<file path="src/rtl/dpc_host_port.sv">
module dpc_host_port #(
  parameter int NREGS = 32,
  parameter int RIDX_W = $clog2(NREGS)
) (
  input  logic        clk,
  input  logic        rst_n,
  input  logic        bus_req,
  input  logic        bus_ctrl,
  input  logic        bus_wr,
  input  logic        bus_wide,
  input  logic [31:0] bus_wdata,
  output logic        bus_ready,
  input  logic        fifo_empty,
  input  logic        fifo_full,
  input  logic        vint_flag,
  input  logic        spr_ovf,
  input  logic        spr_hit,
  input  logic        odd_field,
  input  logic        in_vblank,
  input  logic        in_hblank,
  input  logic        xfer_busy,
  input  logic        pal_std,
  output logic [15:0] status_word,
  output logic        mem_stb,
  output logic        mem_we,
  output logic [15:0] mem_addr,
  output logic [15:0] mem_wdata,
  output logic [3:0]  mem_tgt,
  output logic        dma_stb,
  output logic [1:0]  dma_op,
  output logic [23:0] dma_src,
  output logic [15:0] dma_dst,
  output logic [15:0] dma_len,
  output logic [7:0]  dma_inc,
  output logic [15:0] dma_fill,
  output logic [3:0]  dma_tgt
);
  localparam int RMODE = 1;
  localparam int RINC  = 15;
  localparam int RLENL = 19;
  localparam int RLENH = 20;
  localparam int RSRCL = 21;
  localparam int RSRCM = 22;
  localparam int RSRCH = 23;
  localparam logic [1:0] OP_MEM  = 2'd0;
  localparam logic [1:0] OP_FILL = 2'd1;
  localparam logic [1:0] OP_COPY = 2'd2;

  logic [7:0]  regs [NREGS];
  logic [15:0] addr;
  logic [5:0]  code;
  logic        pend, armed;
  logic        half_pend, half_ctrl, half_wr;
  logic [15:0] half_word;

  logic        act, a_ctrl, a_wr;
  logic [15:0] a_word;
  logic        is_reg, is_first, is_second, is_data, fill_go, dma_go, dma_en;
  logic [15:0] addr2, len, byte_cnt;
  logic [5:0]  code2;
  logic [7:0]  inc;
  logic [23:0] src;
  logic [1:0]  sel;

  assign bus_ready   = !half_pend;
  assign status_word = {6'd0, fifo_empty, fifo_full, vint_flag, spr_ovf, spr_hit,
                        odd_field, in_vblank, in_hblank, xfer_busy, pal_std};

  assign act    = half_pend || bus_req;
  assign a_ctrl = half_pend ? half_ctrl : bus_ctrl;
  assign a_wr   = half_pend ? half_wr : bus_wr;
  assign a_word = half_pend ? half_word : (bus_wide ? bus_wdata[31:16] : bus_wdata[15:0]);

  assign inc      = regs[RINC];
  assign len      = {regs[RLENH], regs[RLENL]};
  assign src      = {regs[RSRCH][6:0], regs[RSRCM], regs[RSRCL], 1'b0};
  assign sel      = regs[RSRCH][7:6];
  assign byte_cnt = len * {8'd0, inc};
  assign dma_en   = regs[RMODE][4];

  assign is_reg    = act && a_ctrl && !pend && (a_word[15:13] == 3'b100);
  assign is_first  = act && a_ctrl && !pend && !is_reg;
  assign is_second = act && a_ctrl && pend;
  assign is_data   = act && !a_ctrl;
  assign fill_go   = is_data && a_wr && armed;
  assign addr2     = {a_word[1:0], addr[13:0]};
  assign code2     = {a_word[7:4], code[1:0]};
  assign dma_go    = is_second && dma_en && (code2[5:4] != 2'b00);

  always_ff @(posedge clk or negedge rst_n) begin
    if (!rst_n) begin
      for (int i = 0; i < NREGS; i++) regs[i] <= 8'd0;
      addr <= '0; code <= '0; pend <= 1'b0; armed <= 1'b0;
      half_pend <= 1'b0; half_ctrl <= 1'b0; half_wr <= 1'b0; half_word <= '0;
      mem_stb <= 1'b0; mem_we <= 1'b0; mem_addr <= '0; mem_wdata <= '0; mem_tgt <= '0;
      dma_stb <= 1'b0; dma_op <= '0; dma_src <= '0; dma_dst <= '0; dma_len <= '0;
      dma_inc <= '0; dma_fill <= '0; dma_tgt <= '0;
    end else begin
      mem_stb <= 1'b0;
      dma_stb <= 1'b0;
      if (half_pend) begin
        half_pend <= 1'b0;
      end else if (bus_req && bus_wide) begin
        half_pend <= 1'b1;
        half_ctrl <= bus_ctrl;
        half_wr   <= bus_wr;
        half_word <= bus_wdata[15:0];
      end

      if (is_reg) regs[a_word[RIDX_W+7:8]] <= a_word[7:0];

      if (is_first) begin
        addr <= {2'b00, a_word[13:0]};
        code <= {4'd0, a_word[15:14]};
        pend <= 1'b1;
      end

      if (is_second) begin
        pend <= 1'b0;
        code <= code2;
        addr <= addr2;
        if (dma_go) begin
          dma_src  <= src;
          dma_dst  <= addr2;
          dma_inc  <= inc;
          dma_fill <= '0;
          dma_tgt  <= code2[3:0];
          case (sel)
            2'd2: armed <= 1'b1;
            2'd3: begin
              dma_stb <= 1'b1;
              dma_op  <= OP_COPY;
              dma_len <= len;
            end
            default: begin
              dma_stb <= 1'b1;
              dma_op  <= OP_MEM;
              dma_len <= byte_cnt;
              addr    <= addr2 + byte_cnt;
            end
          endcase
        end
      end

      if (is_data) begin
        if (fill_go) begin
          armed    <= 1'b0;
          dma_stb  <= 1'b1;
          dma_op   <= OP_FILL;
          dma_src  <= src;
          dma_dst  <= addr;
          dma_len  <= len;
          dma_inc  <= inc;
          dma_fill <= a_word;
          dma_tgt  <= code[3:0];
        end else begin
          mem_stb   <= 1'b1;
          mem_we    <= a_wr;
          mem_addr  <= {addr[15:1], 1'b0};
          mem_wdata <= a_word;
          mem_tgt   <= code[3:0];
          addr      <= addr + {8'd0, inc};
        end
      end
    end
  end
endmodule

</file>
<file path="config.mk">
export PLATFORM = sky130hd
export DESIGN_NAME = dpc_host_port
export DESIGN_NICKNAME = d
export VERILOG_FILES = /design/src/rtl/dpc_host_port.sv
export SDC_FILE = /design/constraint.sdc
export NUM_CORES = 1
export LEC_CHECK = 0
export BUFFER_PORTS_ARGS = -buffer_cell sky130_fd_sc_hd__buf_2
export CORE_MARGIN = 1.5
export CORE_UTILIZATION = 53
export DETAILED_ROUTE_END_ITERATION = 8
export HOLD_SLACK_MARGIN = 0.08
export PLACE_DENSITY_LB_ADDON = 0.12
export SLEW_MARGIN = 10
export SYNTH_ARGS = -nofsm -noshare
export SYNTH_HDL_FRONTEND = slang
export SYNTH_SLANG_ARGS = --single-unit
</file>
<file path="constraint.sdc">
create_clock -name clk -period 5.6 [get_ports clk]
set_input_delay 0.28 -clock clk [delete_from_list [all_inputs] [get_ports clk]]
set_output_delay 0.28 -clock clk [all_outputs]
set_load 0.01 [all_outputs]
</file>
==> results of run 1 <==
sequential cells by signal, summed over array words and instances, names as in the netlist, 2 cells and up:
| name | cells |
|---|---|
| regs | 24 |
| mem_tgt | 4 |
| dma_op | 2 |
| inc | 8 |
| code | 4 |
| half_word | 16 |
| mem_addr | 15 |
| dma_dst | 16 |
| dma_inc | 8 |
| dma_tgt | 4 |
| addr | 16 |
| dma_len | 16 |
| mem_wdata | 16 |
| len | 16 |
| dma_src | 24 |
| dma_fill | 16 |
worst max-delay path by stage:
stage	start	to	slack [ns]	cells after the start
CTS	len[4]	addr[15]	0.006	21
global route	len[3]	addr[15]	-0.10	24
finish	len[3]	addr[15]	0.18	23
floorplan	inc[2]	addr[15]	0.07	23
detailed placement	inc[2]	addr[15]	-0.13	22
global placement	inc[2]	addr[15]	-0.04	22
routing by layer:
layer	track usage	vias up	share of wire
met5	0	-	0
met4	0.124	0	0.040
met3	0.0506	84	0.071
met2	0.471	384	0.47
met1	0.395	5224	0.42
li1	-	4937	-
per-stage QoR:
stage | instances | area (um2) | setup TNS [ns] | util | hold WS, ns
after floorplan | 1375 | 13100 | 0 | - | -0.0156
after global placement | 1845 | 14400 | -0.0446 | 0.596 | 0.402
after detailed placement | 1845 | 14400 | -0.127 | 0.596 | 0.412
after CTS | 1907 | 15400 | 0 | 0.636 | 0.210
after global routing | 1918 | 15700 | -0.116 | 0.648 | 0.244
final | 1918 | 15700 | 0 | 0.648 | 0.219
synthesized netlist by cell type (7+ instances only):
master    instances  area [um2]
a211oi_1          8        60.1
a21o_1           12        90.1
a21oi_1          46         230
and2_1           74         463
buf_4            18         135
clkbuf_1         54         203
dfrtp_1         214        5360
fa_1             62        1240
ha_1             48         601
inv_1            86         323
mux2_2           39         439
mux2_4           18         270
mux2i_1          16         160
nand2_1         333        1250
nand3_1          21         105
nor2_1           47         176
nor3_1            7        35.0
o21a_1           13        97.6
o21ai_0          75         375
o221ai_1         11        96.3
o22ai_1          13        81.3
xnor2_1          24         210
xor2_1           20         175
area by class of cell:
class / count / area, um2 / area share
Clock buffer: 36 / 747 / 0.0475
Clock inverter: 6 / 32.5 / 0.00207
Inverter: 88 / 330 / 0.0210
Multi-Input combinational cell: 991 / 7220 / 0.460
Sequential cell: 214 / 5360 / 0.341
Tap cell: 324 / 405 / 0.0258
Timing Repair Buffer: 259 / 1610 / 0.103
power groups by stage:
stage               combinational [W]  sequential, W  clock (W)
CTS                           0.00109        0.00200    0.00159
global placement              0.00105        0.00202          0
floorplan                    0.000641        0.00199          0
detailed placement            0.00107        0.00203          0
finish                        0.00111        0.00201    0.00157
global route                  0.00123        0.00203    0.00165
kinds of logic after synthesis:
kind of cell	count (synthesis)	synth area share
fa+ha+maj	110	0.141
other cells	1	0.000287
buf+inv	170	0.0560
simple gates	517	0.176
mux	77	0.0717
flops	214	0.410
compound gates	235	0.114
xor+xnor	45	0.0312
critical path, delay by kind of cell (launching register included):
kind | cells | cell delay (ns)
flip-flops | 1 | 0.42
XOR/XNOR | 1 | 0.21
buffers and inverters | 5 | 0.43
AO/OA/AOI/OAI | 8 | 1.50
AND/OR/NAND/NOR | 3 | 0.31
adder cells (fa/ha/maj) | 6 | 2.45
what timing repair did:
item / in CTS / in global routing
pin swaps: 3 / 37
endpoints found under the setup margin: 1 / 3
endpoints found under the hold margin: 126 / 0
gates resized for setup: 3 / 50
hold buffers: 19 / 0
setup buffers: 1 / 12
cloned: 0 / 0
==> out/metrics.csv, run 1 <==
stage;metric;value;unit
run_status;status;finished clean;
power;internal cell power;0.00314;W
timing;fmax;184;MHz
critical_path;FF-to-FF Start;len[3];
global_routing;first-pass GRT wire length;58400;um
finish;filler instances;2022;
critical_path;worst reg2reg path depth;23;
drt;final wirelength;37200;um
global_routing;GRT Overall Usage;0.293;
power;register share of total power;0.428;
drt;Avg WL per Cell;19.4;um
clocking;TritonCTS clock tree;built;
yosys;Mapped Area;13100;um2
drt;vias per inst;5.54;
floorplan;initial core utilization;0.539;
timing;final setup fails;0;
timing;Final Max Tran Viols;0;
drt;Vias;10600;
power;combinational share of power;0.238;
yosys;asr flop ratio synth;1.00;
worst_hold_path;min-delay src;bus_req;
clocking;worst-skew pair later-pin latency;0.53;ns
yosys;Synth Instances;1369;
critical_path;critical path class;reg2reg;
finish;P&R area growth vs syn;20.2;%
clocking;Root Buffer;clkbuf_16;
timing;Final Hold Viols;0;
finish;Antenna Cells;0;
drt;Final ANT Viol Nets;0;
critical_path;Worst EP required;6.01;ns
critical_path;FF-to-FF End;addr[15];
power;Sw Ratio;0.330;
yosys;main flop type after synthesis;dfrtp_1;
clocking;clk buf depth;3;
timing;Max-slew headroom;0.200;
worst_hold_path;hold depth;3;
yosys;post-synthesis sequential area ratio;0.410;
yosys;FF+latch count, synth;214;
drt;drt pass-1 iters;6;
power;sw power;0.00155;W
critical_path;cell chain of the critical path;buf_6 > and2_4 > fa_2 > fa_1 > inv_1 > fa_1 > fa_1 > inv_2 > ha_4 > inv_2 > o21a_1 > o21bai_1 > a21oi_2 > xnor2_2 > ha_1 > a21o_1 > a211oi_4 > buf_4 > a21oi_4 > a31oi_4 > nor3b_2 > a2111oi_2 > nand2_1;
timing;worst setup margin;0.178;ns
global_routing;Congestion Overflow GR;0;
timing;RSZ-0062 raised after global routing;yes;
place;Placer Congestion;0.903;
floorplan;die width;160;um
global_routing;pin count of the biggest net entering global routing;111;
critical_path;Arrival @ worst endpoint;5.84;ns
floorplan;std cell rows;57;
critical_path;Worst Setup Start Kind;flip-flop;
floorplan;Die Area;25600;um2
yosys;Post-synth EDFFs;0;
yosys;synth warn;0;
clocking;Sink Count;214;
floorplan;die height;160;um
global_routing;vias in the first global route;10500;
worst_hold_path;Worst Hold Path EP;mem_we;
power;Leak;8.19;nW
critical_path;CP most frequent cell;fa_1;
yosys;Syn Area/Cell;9.55;um2
place;HPWL after detailed placement;26600;um
clocking;CTS clk-pin slew, worst paths;0.06;ns
finish;most frequent cells in the layout;nand2_1 (332), dfrtp_1 (207), buf_2 (161);
power;total power density per cell area;298;nW/um2
power;Clock power frac;0.334;
timing;crit share post-route;0.968;
drt;initial drt markers;774;
critical_path;Crit. End Element;flip-flop;
timing;clock skew;0.0239;ns
finish;share of cells above drive strength 1;0.245;
floorplan;core footprint;24200;um2
yosys;Cell variety after synth;67;
critical_path;Worst R2R Setup Slack;0.18;ns
critical_path;critical path's slowest cell;fa_1;
floorplan;IO Pins;190;
timing;measured slew at the worst slew-check pin;1.19;ns
power;maximum VDD drop;0.249;mV
finish;fin nets;1737;
flow_run;max_cap viols;0;
critical_path;CP peak stage delay;0.54;ns
clocking;CTS buffer count;25;
power;Tot Pwr;0.00469;W
finish;most common cell after layout, fill and taps aside;nand2_1;
place;IO Port Bufs;162;
drt;DRC violations left;0;
global_routing;antenna violations before repair;0;
worst_hold_path;hold crit path type;in2reg;
critical_path;CP Max Fanout;4;
place;Setup WS pre-CTS;-0.127;ns
clocking;CTS H-tree lvls;1;
timing;Tmin final;5.42;ns
(Power assumes the default switching activity.)
==> run 2: changes to the inputs <==
--- a/config.mk
+++ b/config.mk
@@ -6,8 +6,10 @@
 export NUM_CORES = 1
 export LEC_CHECK = 0
 export BUFFER_PORTS_ARGS = -buffer_cell sky130_fd_sc_hd__buf_2
+export CAP_MARGIN = 30
 export CORE_MARGIN = 1.5
-export CORE_UTILIZATION = 53
+export CORE_UTILIZATION = 54
+export CTS_BUF_LIST = sky130_fd_sc_hd__clkbuf_8
 export DETAILED_ROUTE_END_ITERATION = 8
 export HOLD_SLACK_MARGIN = 0.08
 export PLACE_DENSITY_LB_ADDON = 0.12
==> run 2 against run 1 <==
Effect of this change:
- clock skew grew 0.0015 ns
- first-iteration DRC count grew 2.2%
- sequential share of layout area grew 0.19 points
- critical endpoint unchanged
==> out/metrics.csv, run 2 (synthesis results as in run 1) <==
stage;metric;value;unit;change
timing;Final Hold Viols;0;;unchanged
power;Tot Pwr;0.00455;W;-2.9%
global_routing;pin count of the biggest net entering global routing;86;;-23%
worst_hold_path;hold crit path type;in2reg;;
drt;Final ANT Viol Nets;0;;unchanged
critical_path;FF-to-FF End;addr[15];;
timing;crit share post-route;0.974;;+0.00624
clocking;Sink Count;214;;unchanged
critical_path;Crit. End Element;flip-flop;;
critical_path;Worst R2R Setup Slack;0.14;ns;-0.03 ns
floorplan;initial core utilization;0.554;;+0.0145
drt;final wirelength;36800;um;-1.2%
global_routing;vias in the first global route;10600;;+0.80%
finish;fin nets;1750;;+0.75%
critical_path;Worst EP required;6.03;ns;+0.02 ns
place;dpl cells;1841;;-0.22%
drt;Avg WL per Cell;19.0;um;-2.2%
worst_hold_path;hold depth;3;;unchanged
critical_path;Levels on crit path;22;;-4.3%
place;Setup WS pre-CTS;-0.265;ns;-0.138 ns
drt;initial drt markers;791;;+2.2%
critical_path;Worst Setup Start Kind;flip-flop;;
critical_path;critical path's slowest cell;fa_1;;
timing;Tmin final;5.46;ns;+0.0350 ns
drt;drt pass-1 iters;5;;-1
power;total power density per cell area;292;nW/um2;-2.3%
clocking;worst-skew pair later-pin latency;0.55;ns;+0.02 ns
floorplan;die height;159;um;-0.91%
place;IO Port Bufs;162;;unchanged
finish;Antenna Cells;0;;unchanged
finish;share of cells above drive strength 1;0.246;;+0.000688
critical_path;CP most frequent cell;fa_1;;
finish;largest registers;dma_src: 24 flops, regs: 24 flops;;
timing;Max-slew headroom;0.344;;+0.144
clocking;CTS H-tree lvls;2;;+1
finish;P&R area growth vs syn;19.5;%;
floorplan;std cell rows;56;;-1.8%
timing;Final Max Tran Viols;0;;unchanged
global_routing;Congestion Overflow GR;0;;unchanged
floorplan;die width;159;um;-0.91%
timing;measured slew at the worst slew-check pin;0.974;ns;-0.213 ns
floorplan;core footprint;23600;um2;-2.6%
timing;final setup fails;0;;unchanged
timing;worst setup margin;0.143;ns;-0.0350 ns
place;Placer Congestion;0.916;;+1.4%
timing;worst hold margin;0.222;ns;+0.00331 ns
timing;RSZ-0062 raised after global routing;yes;;
finish;most common cell after layout, fill and taps aside;nand2_1;;
drt;DRC violations left;0;;unchanged
clocking;Root Buffer;clkbuf_8;;
critical_path;FF-to-FF Start;inc[7];;
clocking;clk buf depth;3;;unchanged
finish;Final Non-Filler Cells;1937;;+0.99%
critical_path;worst setup path startpoint;inc[7];;
clocking;CTS buffer count;38;;+52%
critical_path;Arrival @ worst endpoint;5.88;ns;+0.04 ns
flow_run;max_cap viols;0;;unchanged
finish;filler instances;1994;;-1.4%
floorplan;IO Pins;190;;unchanged
critical_path;cell chain of the critical path;nand2_1 > fa_1 > fa_1 > inv_1 > fa_1 > inv_1 > fa_1 > inv_1 > ha_1 > o21ai_2 > o21bai_1 > a21oi_1 > xnor2_1 > ha_1 > a21o_1 > a211oi_2 > o2bb2ai_1 > a21oi_2 > a31oi_4 > nor2_2 > a2111oi_2 > nand2_1;;
place;HPWL after detailed placement;26800;um;+0.76%
critical_path;CP delay by family, top;adder cells;;
critical_path;CP Capture Point;addr[15];;
drt;vias per inst;5.49;;-0.93%
power;maximum VDD drop;0.258;mV;+3.8%
timing;fmax;183;MHz;-0.64%
critical_path;worst path bufs/invs;3;;-2
timing;setup TNS;0;ns;unchanged
critical_path;CP Max Fanout;7;;+3
critical_path;critical path class;reg2reg;;
run_status;status;finished clean;;
floorplan;Die Area;25200;um2;-1.8%
timing;clock skew;0.0254;ns;+0.00152 ns
drt;Vias;10600;;+0.056%
global_routing;antenna violations before repair;0;;unchanged
clocking;CTS clk-pin slew, worst paths;0.07;ns;about the same
global_routing;GRT Overall Usage;0.304;;+0.0102
critical_path;CP peak stage delay;0.50;ns;-0.04 ns
power;Leak;8.22;nW;+0.34%
critical_path;worst reg2reg path depth;22;;-4.3%
finish;most frequent cells in the layout;nand2_1 (331), dfrtp_1 (207), buf_2 (163);;
global_routing;first-pass GRT wire length;57800;um;-1.1%
worst_hold_path;min-delay src;bus_req;;
clocking;TritonCTS clock tree;built;;
[run 2: worst min-delay path by stage]
stage | endpoint | slack [ns]
after global placement | mem_wdata[9] | 0.33
after detailed placement | mem_wdata[5] | 0.33
after CTS | mem_we | 0.19
after floorplan | addr[0] | -0.02
final | mem_we | 0.22
after global routing | half_pend | 0.23
[run 2: worst min-delay path, delay by kind of cell]
kind | cells | cell delay [ns]
AO/OA/AOI/OAI | 2 | 0.34
buffers and inverters | 1 | 0.10
[run 2: report_power, final]
group / total (W) / internal (W) / switching, W / leakage [nW]
registers: 0.00201 / 0.00176 / 0.000244 / 2.79
clock network: 0.00145 / 0.000770 / 0.000678 / 0.431
logic: 0.00110 / 0.000467 / 0.000634 / 5.00
total: 0.00455 / 0.00300 / 0.00156 / 8.22
[run 2: final cells by class]
class	count	area [um2]	share of cell area
multi-input cells	991	7170	0.459
flip-flops and latches	214	5360	0.343
repair buffers	259	1620	0.104
clock buffers	44	606	0.0388
well taps	319	399	0.0255
inverters	88	330	0.0211
clock inverters	22	136	0.00873
[run 2: repair_timing]
action / 4_1_cts / 5_1_grt
endpoints found under the setup margin: 1 / 2
hold buffers: 19 / 0
pin swaps: 2 / 29
buffers inserted: 1 / 7
gates resized for setup: 7 / 35
hold endpoints to repair: 101 / 0
[run 2: layer usage]
metal | vias up | routed length, um | global-route usage
li1 | 4971 | - | -
met1 | 5219 | 16000 | 0.422
met2 | 375 | 17000 | 0.474
met3 | 70 | 2690 | 0.0651
met4 | 0 | 1090 | 0.103
met5 | - | 0 | 0
[run 2: stage by stage]
step	util	cell area, um2
global placement	0.611	14400
detailed placement	0.611	14400
finish	0.662	15600
CTS	0.652	15400
floorplan	-	13100
global route	0.662	15600
==> run 3: changes to the inputs <==
--- a/config.mk
+++ b/config.mk
@@ -13,7 +13,8 @@
 export DETAILED_ROUTE_END_ITERATION = 8
 export HOLD_SLACK_MARGIN = 0.08
 export PLACE_DENSITY_LB_ADDON = 0.12
-export SLEW_MARGIN = 10
+export REMOVE_ABC_BUFFERS = 1
+export SLEW_MARGIN = 20
 export SYNTH_ARGS = -nofsm -noshare
 export SYNTH_HDL_FRONTEND = slang
 export SYNTH_SLANG_ARGS = --single-unit
==> run 3 against run 2 <==
Effect of this change:
- sequential cell count did not move
- sequential share of layout area barely moved
- via count barely moved
- non-clock buffer count fell by 7
- cell count fell by 0.31%
- maximum frequency rose by 1.2%
- clock-buffer cell count rose by 4
==> out/metrics.csv, run 3 (synthesis results as in run 1) <==
stage;metric;value;unit;change
place;HPWL after detailed placement;25700;um;-3.9%
finish;share of cells above drive strength 1;0.248;;+0.00154
global_routing;antenna violations before repair;0;;unchanged
finish;largest registers;dma_src: 24 flops, regs: 24 flops;;
finish;fin nets;1743;;-0.40%
critical_path;CP most frequent cell;fa_1;;
critical_path;FF-to-FF End;addr[15];;
worst_hold_path;min-delay src;bus_req;;
floorplan;die height;159;um;unchanged
global_routing;Congestion Overflow GR;0;;unchanged
global_routing;pin count of the biggest net entering global routing;82;;-4.7%
floorplan;core footprint;23600;um2;unchanged
clocking;Sink Count;214;;unchanged
timing;final setup fails;0;;unchanged
clocking;CTS H-tree lvls;2;;unchanged
timing;worst hold margin;0.217;ns;-0.00535 ns
timing;Final Max Tran Viols;0;;unchanged
finish;P&R area growth vs syn;19.6;%;
timing;Max-slew headroom;0.323;;-0.0210
timing;Final Hold Viols;0;;unchanged
floorplan;initial core utilization;0.554;;unchanged
power;Sw Ratio;0.332;;-0.00944
drt;drt pass-1 iters;5;;unchanged
global_routing;first-pass GRT wire length;56600;um;-2.0%
critical_path;worst reg2reg path depth;20;;-9.1%
critical_path;Arrival @ worst endpoint;5.83;ns;-0.05 ns
timing;measured slew at the worst slew-check pin;1.01;ns;+0.0350 ns
critical_path;CP peak stage delay;0.59;ns;+0.09 ns
drt;Final ANT Viol Nets;0;;unchanged
critical_path;Crit. End Element;flip-flop;;
run_status;status;finished clean;;
timing;fmax;185;MHz;+1.2%
drt;Avg WL per Cell;18.7;um;-1.7%
finish;Antenna Cells;0;;unchanged
clocking;CTS buffer count;38;;unchanged
flow_run;max_cap viols;0;;unchanged
global_routing;vias in the first global route;10300;;-3.0%
timing;clock skew;0.0398;ns;+0.0144 ns
power;combinational share of power;0.240;;-0.002
critical_path;Worst R2R Setup Slack;0.21;ns;+0.06 ns
power;internal cell power;0.00304;W;+1.4%
power;total power density per cell area;291;nW/um2;-0.13%
drt;vias per inst;5.51;;+0.36%
power;register share of total power;0.435;;-0.005
finish;most common cell after layout, fill and taps aside;nand2_1;;
critical_path;cell chain of the critical path;buf_4 > buf_4 > and2_1 > fa_1 > fa_1 > fa_1 > fa_1 > ha_1 > a21o_1 > a31oi_2 > nand2b_4 > xnor2_2 > ha_2 > a211oi_2 > o2bb2ai_1 > a21oi_2 > a31oi_4 > nor3b_2 > a2111oi_2 > nand2_1;;
critical_path;CP Max Fanout;7;;unchanged
floorplan;die width;159;um;unchanged
critical_path;Worst Setup Start Kind;flip-flop;;
critical_path;CP Capture Point;addr[15];;
clocking;CTS clk-pin slew, worst paths;0.07;ns;about the same
finish;Final Core Density;0.662;;+0.000742
drt;Vias;10600;;+0.047%
timing;crit share post-route;0.963;;-0.0111
critical_path;worst setup path startpoint;inc[3];;
drt;final wirelength;36000;um;-2.0%
clocking;worst-skew pair later-pin latency;0.55;ns;about the same
power;Leak;8.20;nW;-0.21%
critical_path;critical path's slowest cell;fa_1;;
drt;DRC violations left;0;;unchanged
critical_path;FF-to-FF Start;inc[3];;
clocking;Root Buffer;clkbuf_8;;
power;sw power;0.00151;W;-2.8%
clocking;TritonCTS clock tree;built;;
timing;RSZ-0062 raised after global routing;yes;;
drt;initial drt markers;723;;-8.6%
power;maximum VDD drop;0.185;mV;-28%
timing;setup TNS;0;ns;unchanged
floorplan;IO Pins;190;;unchanged
worst_hold_path;hold crit path type;in2reg;;
clocking;clk buf depth;3;;unchanged
floorplan;Die Area;25200;um2;unchanged
timing;Tmin final;5.39;ns;-0.0622 ns
power;Clock power frac;0.325;;+0.007
place;IO Port Bufs;162;;unchanged
floorplan;std cell rows;56;;unchanged
critical_path;critical path class;reg2reg;;
critical_path;Worst EP required;6.03;ns;about the same
global_routing;GRT Overall Usage;0.295;;-0.00884
place;Placer Congestion;0.889;;-2.9%
finish;most frequent cells in the layout;nand2_1 (331), dfrtp_1 (206), buf_2 (162);;
[run 3: how the worst min path moves through the flow]
stage / endpoint / cells after the start
after floorplan: addr[0] / 0
after global placement: mem_wdata[14] / 1
after detailed placement: mem_wdata[14] / 1
after CTS: mem_we / 3
after global routing: mem_we / 3
final: mem_we / 3
[run 3: repair_timing]
item / CTS / global route
setup buffers: 0 / 7
gates resized for setup: 4 / 47
endpoints found under the setup margin: 1 / 3
hold buffers: 19 / 0
pin swaps: 1 / 33
endpoints found under the hold margin: 97 / 0
gates cloned: 0 / 0
[run 3: routing by layer]
| layer | up-vias | wire, um | GRT usage |
|---|---|---|---|
| li1 | 4960 | - | - |
| met1 | 5232 | 15700 | 0.410 |
| met2 | 389 | 16900 | 0.465 |
| met3 | 59 | 2730 | 0.0675 |
| met4 | 0 | 794 | 0.0797 |
| met5 | - | 0 | 0 |
[run 3: metrics by stage]
stage	total power (W)	instance area (um2)	setup WS, ns	instances
floorplan	0.00260	12700	0.185	1293
global placement	0.00302	14400	0.00390	1836
detailed placement	0.00305	14400	-0.0838	1837
CTS	0.00455	15400	0.00253	1923
global route	0.00481	15600	-0.0726	1931
finish	0.00455	15600	0.205	1931
[run 3: cell type report]
class,instances,area (um2)
sequential,214,5370
clock buffer,48,661
clock inverter,19,113
tap,319,399
inverter,88,330
timing repair buffer,252,1570
fill,1953,7970
multi-input combinational,991,7200
[run 3: worst max-delay path, delay by kind of cell (launching register included)]
| kind | cells | cell delay (ns) |
|---|---|---|
| AND/OR/NAND/NOR | 4 | 0.51 |
| XOR/XNOR | 1 | 0.07 |
| AO/OA/AOI/OAI | 7 | 1.47 |
| buffers and inverters | 2 | 0.31 |
| flip-flops | 1 | 0.41 |
| adder cells (fa/ha/maj) | 6 | 2.54 |
[run 3: power groups by stage]
stage          clock, W  combinational, W  sequential [W]
6_report        0.00148           0.00109         0.00198
5_1_grt         0.00159           0.00121         0.00201
4_1_cts         0.00151           0.00107         0.00198
3_5_place_dp          0           0.00105         0.00200
3_3_place_gp          0           0.00102         0.00200
2_1_floorplan         0          0.000600         0.00200
